==> src/rtl/gcd_pkg.sv <==
package gcd_pkg;

  // strobes from the control FSM to the datapath
  typedef struct packed {
    logic load;   // capture a fresh operand pair
    logic step;   // advance the recurrence by one step
  } ctrlStrobes_t;

endpackage

==> src/rtl/gcd_dpath.sv <==
module gcd_dpath #(
  parameter int WIDTH = 32
) (
  input  logic                  clk,
  input  logic                  rstN,
  input  gcd_pkg::ctrlStrobes_t strobes,
  input  logic [WIDTH-1:0]      opA,
  input  logic [WIDTH-1:0]      opB,
  output logic                  xZero,
  output logic [WIDTH-1:0]      yOut
);

  logic [WIDTH-1:0] xReg;
  logic [WIDTH-1:0] yReg;
  logic [WIDTH-1:0] xNext;
  logic [WIDTH-1:0] yNext;
  logic             xGeY;

  assign xGeY = (xReg >= yReg);

  always_comb begin
    xNext = xReg;
    yNext = yReg;
    if (strobes.load) begin
      xNext = opA;
      yNext = opB;
    end else if (strobes.step) begin
      if (xGeY) begin
        xNext = xReg - yReg;
      end else begin
        xNext = yReg;
        yNext = xReg;
      end
    end
  end

  always_ff @(posedge clk) begin
    if (!rstN) begin
      xReg <= '0;
      yReg <= '0;
    end else begin
      xReg <= xNext;
      yReg <= yNext;
    end
  end

  assign xZero = (xReg == '0);
  assign yOut  = yReg;


  subtract_shrinks_chk: assert property (@(posedge clk) disable iff (!rstN)
    (strobes.step && !strobes.load && xGeY && (yReg != '0)) |=> (xReg < $past(xReg)));


  answer_holds_chk: assert property (@(posedge clk) disable iff (!rstN)
    (xZero && !strobes.load) |=> (xZero && $stable(yReg)));

endmodule

==> src/rtl/gcd_ctrl.sv <==
module gcd_ctrl (
  input  logic                  clk,
  input  logic                  rstN,
  input  logic                  startEn,
  input  logic                  resultEn,
  input  logic                  xZero,
  output logic                  startRdy,
  output logic                  resultRdy,
  output gcd_pkg::ctrlStrobes_t strobes
);

  logic busy;
  logic startFire;
  logic resultFire;

  assign startRdy   = !busy;
  assign resultRdy  = busy && xZero;
  assign startFire  = startEn && startRdy;
  assign resultFire = resultEn && resultRdy;

  always_comb begin
    strobes      = '0;
    strobes.load = startFire;
    strobes.step = busy && !xZero;
  end

  always_ff @(posedge clk) begin
    if (!rstN) begin
      busy <= 1'b0;
    end else if (startFire) begin
      busy <= 1'b1;
    end else if (resultFire) begin
      busy <= 1'b0;
    end
  end


  start_accept_chk: assert property (@(posedge clk) disable iff (!rstN)
    (startEn && startRdy) |=> !startRdy);


  start_ignored_chk: assert property (@(posedge clk) disable iff (!rstN)
    (startEn && !startRdy && !(resultEn && resultRdy)) |=> !startRdy);


  result_needs_busy_chk: assert property (@(posedge clk) disable iff (!rstN)
    resultRdy |-> !startRdy);


  result_frees_chk: assert property (@(posedge clk) disable iff (!rstN)
    (resultEn && resultRdy) |=> (startRdy && !resultRdy));


  result_ignored_chk: assert property (@(posedge clk) disable iff (!rstN)
    (resultEn && !resultRdy && !startRdy) |=> !startRdy);

endmodule

==> src/rtl/gcd_guarded_unit.sv <==
module gcd_guarded_unit #(
  parameter int WIDTH = 32
) (
  input  logic             clk,
  input  logic             rstN,
  input  logic             startEn,
  input  logic [WIDTH-1:0] startA,
  input  logic [WIDTH-1:0] startB,
  output logic             startRdy,
  input  logic             resultEn,
  output logic [WIDTH-1:0] resultData,
  output logic             resultRdy
);

  gcd_pkg::ctrlStrobes_t strobes;
  logic                  xZero;

  gcd_ctrl ctrl_i (
    .clk       (clk),
    .rstN      (rstN),
    .startEn   (startEn),
    .resultEn  (resultEn),
    .xZero     (xZero),
    .startRdy  (startRdy),
    .resultRdy (resultRdy),
    .strobes   (strobes)
  );

  gcd_dpath #(.WIDTH(WIDTH)) dpath_i (
    .clk     (clk),
    .rstN    (rstN),
    .strobes (strobes),
    .opA     (startA),
    .opB     (startB),
    .xZero   (xZero),
    .yOut    (resultData)
  );

endmodule

==> config.mk <==
export PLATFORM = sky130hd
export DESIGN_NAME = gcd_guarded_unit
export DESIGN_NICKNAME = d
export VERILOG_FILES = /design/src/rtl/gcd_pkg.sv /design/src/rtl/gcd_dpath.sv /design/src/rtl/gcd_ctrl.sv /design/src/rtl/gcd_guarded_unit.sv
export SDC_FILE = /design/constraint.sdc
export NUM_CORES = 1
export LEC_CHECK = 0
export ABC_AREA = 1
export BUFFER_PORTS_ARGS = -buffer_cell sky130_fd_sc_hd__buf_2
export CORE_MARGIN = 3
export CORE_UTILIZATION = 63
export DETAILED_ROUTE_END_ITERATION = 16
export PLACE_DENSITY = 0.95
export SETUP_SLACK_MARGIN = 0.2
export SYNTH_ARGS = -nofsm -noshare
export SYNTH_HDL_FRONTEND = slang
export SYNTH_SLANG_ARGS = --single-unit
==> constraint.sdc <==
create_clock -name clk -period 5.13 [get_ports clk]
set_input_delay 0 -clock clk [delete_from_list [all_inputs] [get_ports clk]]
set_output_delay 0 -clock clk [all_outputs]
set_load 0.03 [all_outputs]
# Word-level counts from Yosys, hierarchy flattened
# Index checks and enable logic that the tools add are counted.
totals:
  ff_bits: 65
  latchBits: 0
  ram_bits: 0
  mem_bits_ro: 0
  in_bits: 68
  output_inout_bits: 34
  wordCells: 24
  memories: 0
classes:
  addsub: 1
  multipliers: 0
  div_mod_pow: 0
  magnitude_cmp: 1
  n_eq_ne: 1
  shifts: 0
  mux: 8
  bitwise_logic: 0
  reduce_logical: 10
op_table:
  columns: ["operator", "n"]
  rows:
  - ["32-bit two-way mux", 6]
  - ["32-bit greater-or-equal comparator", 1]
  - ["32-bit logical NOT", 1]
  - ["32-bit subtractor", 1]
  - ["1-bit logical AND", 4]
  - ["2-bit nonzero test", 2]
  - ["1-bit logical NOT", 2]
  - ["1-bit two-way mux", 2]
  - ["2-bit != test, second input constant", 1]
  - ["2-bit AND reduction", 1]

# Depth between registers and ports, before layout
logic_depth:
  ltp_word: 5
  mapped_depth: 18
  ltp_nobuf: 17

# Cells and area by module
# Synthesis repeated with hierarchy kept, for this count alone.
hier_totals:
  cells_unflattened: 1066
  area_unflattened_um2: 6077.1
by_module_without_submodules:
  columns: ["module", "n_inst", "cells_per_inst", "area_per_inst_um2", "seq_area_each_um2"]
  rows:
  - ["gcd_dpath", 1, 1054, 6004.5, 1281.2]
  - ["gcd_ctrl", 1, 12, 72.6, 20.0]

# Worst setup path after synthesis
# No wires, ideal clock.
synth_timing:
  path_type: "reg-to-reg"
  from: "register dpath_i.yReg[0] (netlist: dpath_i.yOut[0])"
  to: "register dpath_i.xReg[18]"
  setup_time_ns: 0.132
  t_arrival_ns: 2.209
  t_required_ns: 4.998
  path_slack_ns: 2.788
  path_stages_with_launch: 17
  path_buffers: 2
  period_less_slack_ns: 2.342
  path_cell_list: "dfxtp_1 > ha_1 > fa_1 > inv_1 > nand2_1 > nand2_1 > nand3_1 > nand2_2 > nand2_1 > nand3_1 > nand2_2 > buf_4 > buf_4 > nand3_1 > nand3_1 > nand2_1 > a21oi_1"
synth_between:
  elab_chain_cells: 4
  word_cells_on_any_way: 5
  classes_between: "add/sub: 1; order compare: 1; mux: 3"
synth_lines:
  columns: ["item", "line", "text"]
  rows:
  - ["start: declaration", "gcd_dpath.sv:14", "logic [WIDTH-1:0] yReg;"]
  - ["start signal: assignment", "gcd_dpath.sv:43", "yReg <= yNext;"]
  - ["32-bit subtractor or 32-bit greater-or-equal comparator (tied branches)", "gcd_dpath.sv:29, gcd_dpath.sv:19", null]
  - ["32-bit two-way mux *", "gcd_dpath.sv:28", "if (xGeY) begin"]
  - ["32-bit two-way mux *", "gcd_dpath.sv:27", "end else if (strobes.step) begin"]
  - ["32-bit two-way mux *", "gcd_dpath.sv:24", "if (strobes.load) begin"]
  - ["end signal: assignment", "gcd_dpath.sv:42", "xReg <= xNext;"]
  - ["end: declaration", "gcd_dpath.sv:13", "logic [WIDTH-1:0] xReg;"]
# Every way passes the cells marked *; elsewhere a longest branch is shown, timed or not. The select of a mux whose other input is x is not followed.
# A chain may end at the register's enable or synchronous reset.

# Final worst setup path
layout_timing:
  from: "register dpath_i.xReg[0]"
  to: "register dpath_i.yReg[21] (netlist: dpath_i.yOut[21])"
layout_between:
  elab_chain_cells: 5
  word_cells_on_any_way: 7
  classes_between: "order compare: 1; eq/ne: 1; reduce/logical: 5"
layout_lines:
  columns: ["item"]
  rows:
  - ["parallel branches: the longest is 4 deep, another holds 32-bit greater-or-equal comparator"]
  - ["2-bit AND reduction (no source line) *"]
# Every way passes the cells marked *.

==> impl_metrics.tcl <==
set metrics [dict create \
    io_pins 102 \
    cts.repair.resized 0 \
    synth_area_um2 6311 \
    dp_cells 1361 \
    grt_pass1_vias 7126 \
    drt_iter0_drc 883 \
    crit_arrival_ns 4.12 \
    rr_startpoint "dpath_i.xReg[0]" \
    violations "hold timing" \
    drive_gt1_share_pct 10.81 \
    hold_viol_final 1 \
    place.gp.congestion 0.9846 \
    dr.pass1.iters 5 \
    yosys.area.top_type "nand2_1" \
    clk_pin_slew_worst_paths_ns 0.09 \
    seq_area_frac_synth_pct 20.62 \
    fin_skew_ns 0.01412 \
    finalSetupViolations 0 \
    remaining_drc_errors 0 \
    maxSlewHeadroom_pct 23.25 \
    hpwl_mm 14.96 \
    synth_top_area_share_pct 26.94 \
    cts_htree_levels 3 \
    synth_cells 1170 \
    start_kind "flip-flop" \
    grt_usage_pct 37.41 \
    cp.required_ns 5.40 \
    antenna_found_initial 0 \
    nets 1363 \
    synth_area_leaders "nand2_1 27%, dfxtp_1 21%, inv_1 12%" \
    critical_path.slowest_cell "nand2_4" \
    syn-num-nets 1271 \
    vias 7824 \
    whs_ns -0.003615 \
    min_path_type "input pin to flip-flop" \
    routed_wirelength_mm 20.94 \
    max_freq_mhz 259.7 \
    cts_max_path_buffers 2 \
    post-cts-setup-buffer-count 0 \
    async_flop_share_pct 0 \
    core_area_um2 9503 \
    synth-edff-count 0 \
    final_util_pct 76.23 \
    cap_violations 0 \
    grt.overflow.total 0 \
    grt_pass1_wl_mm 34.30 \
    cp-end-kind "flip-flop" \
    routedWlPerCell_um 15.00 \
    slew_viol_final 0 \
    ant_nets 0 \
    dieArea_um2 11250 \
    ctsHoldBuffers 19 \
    cts.sinks 65 \
    worst-setup-path-type "flip-flop to flip-flop" \
    fin_setup_tns_ns 0 \
    crit_start "dpath_i.xReg[0]" \
    ys.warnings.count 0 \
    ys_ff_latch 65 \
    io_buffer_count 101 \
    yosys.cell_types.count 32 \
    grt_max_degree 66 \
    finalCritPeriodShare_pct 75.05 \
    cpPeakStageDelay_ns 0.55 \
    viasPerCell 5.605 \
    cp_max_fo 36 \
    rows 35 \
    crit_top_cell "nand2_1" \
    die_y_um 106.1 \
    avgSynthCellArea_um2 5.394 \
    tightest_slew_ns 1.150 \
    status "complete, but fails checks" \
    rsz0062_at_grt "no" \
    fillers 837 \
    dominantRegCellSynth "dfxtp_1" \
    die_w_um 106.1 \
    stdcell_count 1396 \
    area_growth_pct 14.79 \
    clk-insertion-delay-late_ns 0.36 \
    crit_chain "inv_1, ha_1, fa_1, inv_1, nand2_1, nand2_1, nand3_1, nand2_2, nand2_1, nand3_1, nand2_2, nand2_4, nand2_4, nand2_4, nand2_1, a21oi_1" \
    antenna_cells 0 \
    numCtsBuffers 9 \
    min_from "startB[24]" \
    root_buffer "clkbuf_8" \
    initial_core_util_pct 66.41 \
    cts_tree "built" \
    min_period_ns 3.850 \
    r2r_slack_ns 1.28 \
]
synthesized netlist by cell type (2+ instances only):
library cell	number
a21oi_1	77
and2_1	4
buf_1	5
buf_2	8
buf_4	5
buf_6	3
clkbuf_1	22
dfxtp_1	65
ha_1	32
inv_1	201
inv_2	2
nand2_1	453
nand2_2	4
nand2_4	3
nand3_1	131
nand3b_1	6
nand4_1	8
nor2_1	80
nor2_2	4
nor3_1	8
nor4_1	6
o211ai_1	3
o21ai_0	18
xnor2_1	13
xor2_1	2
cell type report:
cell class,count,area [um2],share of cell area (%)
tap,129,161.4,2.228
inverter,204,765.7,10.57
sequential,65,1301,17.96
timing repair buffer,124,725.7,10.02
multi-input combinational,858,4046,55.85
clock buffer,10,127.6,1.762
clock inverter,6,116.4,1.606
final timing paths:
kind / depth (start not counted) / endpoint
worst min register to register: 2 / dpath_i.yOut[9]
worst min-delay path: 5 / dpath_i.yOut[24]
worst max-delay path: 16 / dpath_i.yOut[21]
worst max register to register: 16 / dpath_i.yOut[21]
layout by cell type (no fill, tap or decap):
cell type,count
nand3b_1,6
bufinv_16,3
dfxtp_1,65
o21bai_1,1
nand2_4,3
buf_4,4
buf_2,101
clkbuf_8,9
nor3_1,8
nor2_1,79
o22ai_4,1
clkbuf_1,1
ha_1,32
a21oi_1,77
inv_2,3
a221oi_1,1
and3_1,1
a21oi_2,1
xnor2_1,13
inv_1,200
clkinv_4,3
nand4_1,8
nand2_2,4
fa_1,1
nand3_1,131
o211ai_1,3
xor2_1,2
clkinv_1,1
o21ai_0,18
nor2_4,1
dlygate4sd3_1,19
and2_1,4
nor4_1,6
nor2_2,4
nand2_1,453
registers in the layout (all words and copies together) (netlist names):
signal / flops
ctrl_i.busy: 1
dpath_i.xReg: 32
dpath_i.yOut: 32
per-stage QoR:
stage / hold WS, ns / area [um2] / worst slack [ns]
floorplan: 0.1118 / 6311 / 2.788
global placement: 0.2053 / 6810 / 1.573
detailed placement: 0.2053 / 6810 / 1.474
CTS: 0.006944 / 7244 / 1.432
global route: 0.02387 / 7244 / 0.9657
finish: -0.003615 / 7244 / 1.280
per-layer routing:
metal	share of wire [%]	routed length (um)	global-route usage, %	up-vias
li1	-	-	-	3788
met1	41	8563	52.65	3454
met2	44	9220	58.33	518
met3	12	2501	5.889	64
met4	3.1	651	12.49	0
met5	0	0	0	-
cell families after synthesis:
| family | Yosys count | share of synthesized area [%] |
|---|---|---|
| adders and majority gates | 33 | 6.661 |
| AOI/OAI and AO/OA | 102 | 8.485 |
| xor gates and xnor gates | 15 | 2.082 |
| buffers and inverters | 247 | 15.50 |
| and+or+nand+nor | 708 | 46.65 |
| DFF | 65 | 20.62 |
critical path: cells and delay by family (launching register included):
kind,cells,cell delay [ns]
buf+inv,2,0.18
fa+ha+maj,2,0.60
simple gates,11,2.45
flops,1,0.35
compound gates,1,0.14
Power is left out: the tool's default activity adds up to more than one toggle a clock period on the data nets, which glitch-free logic cannot reach.
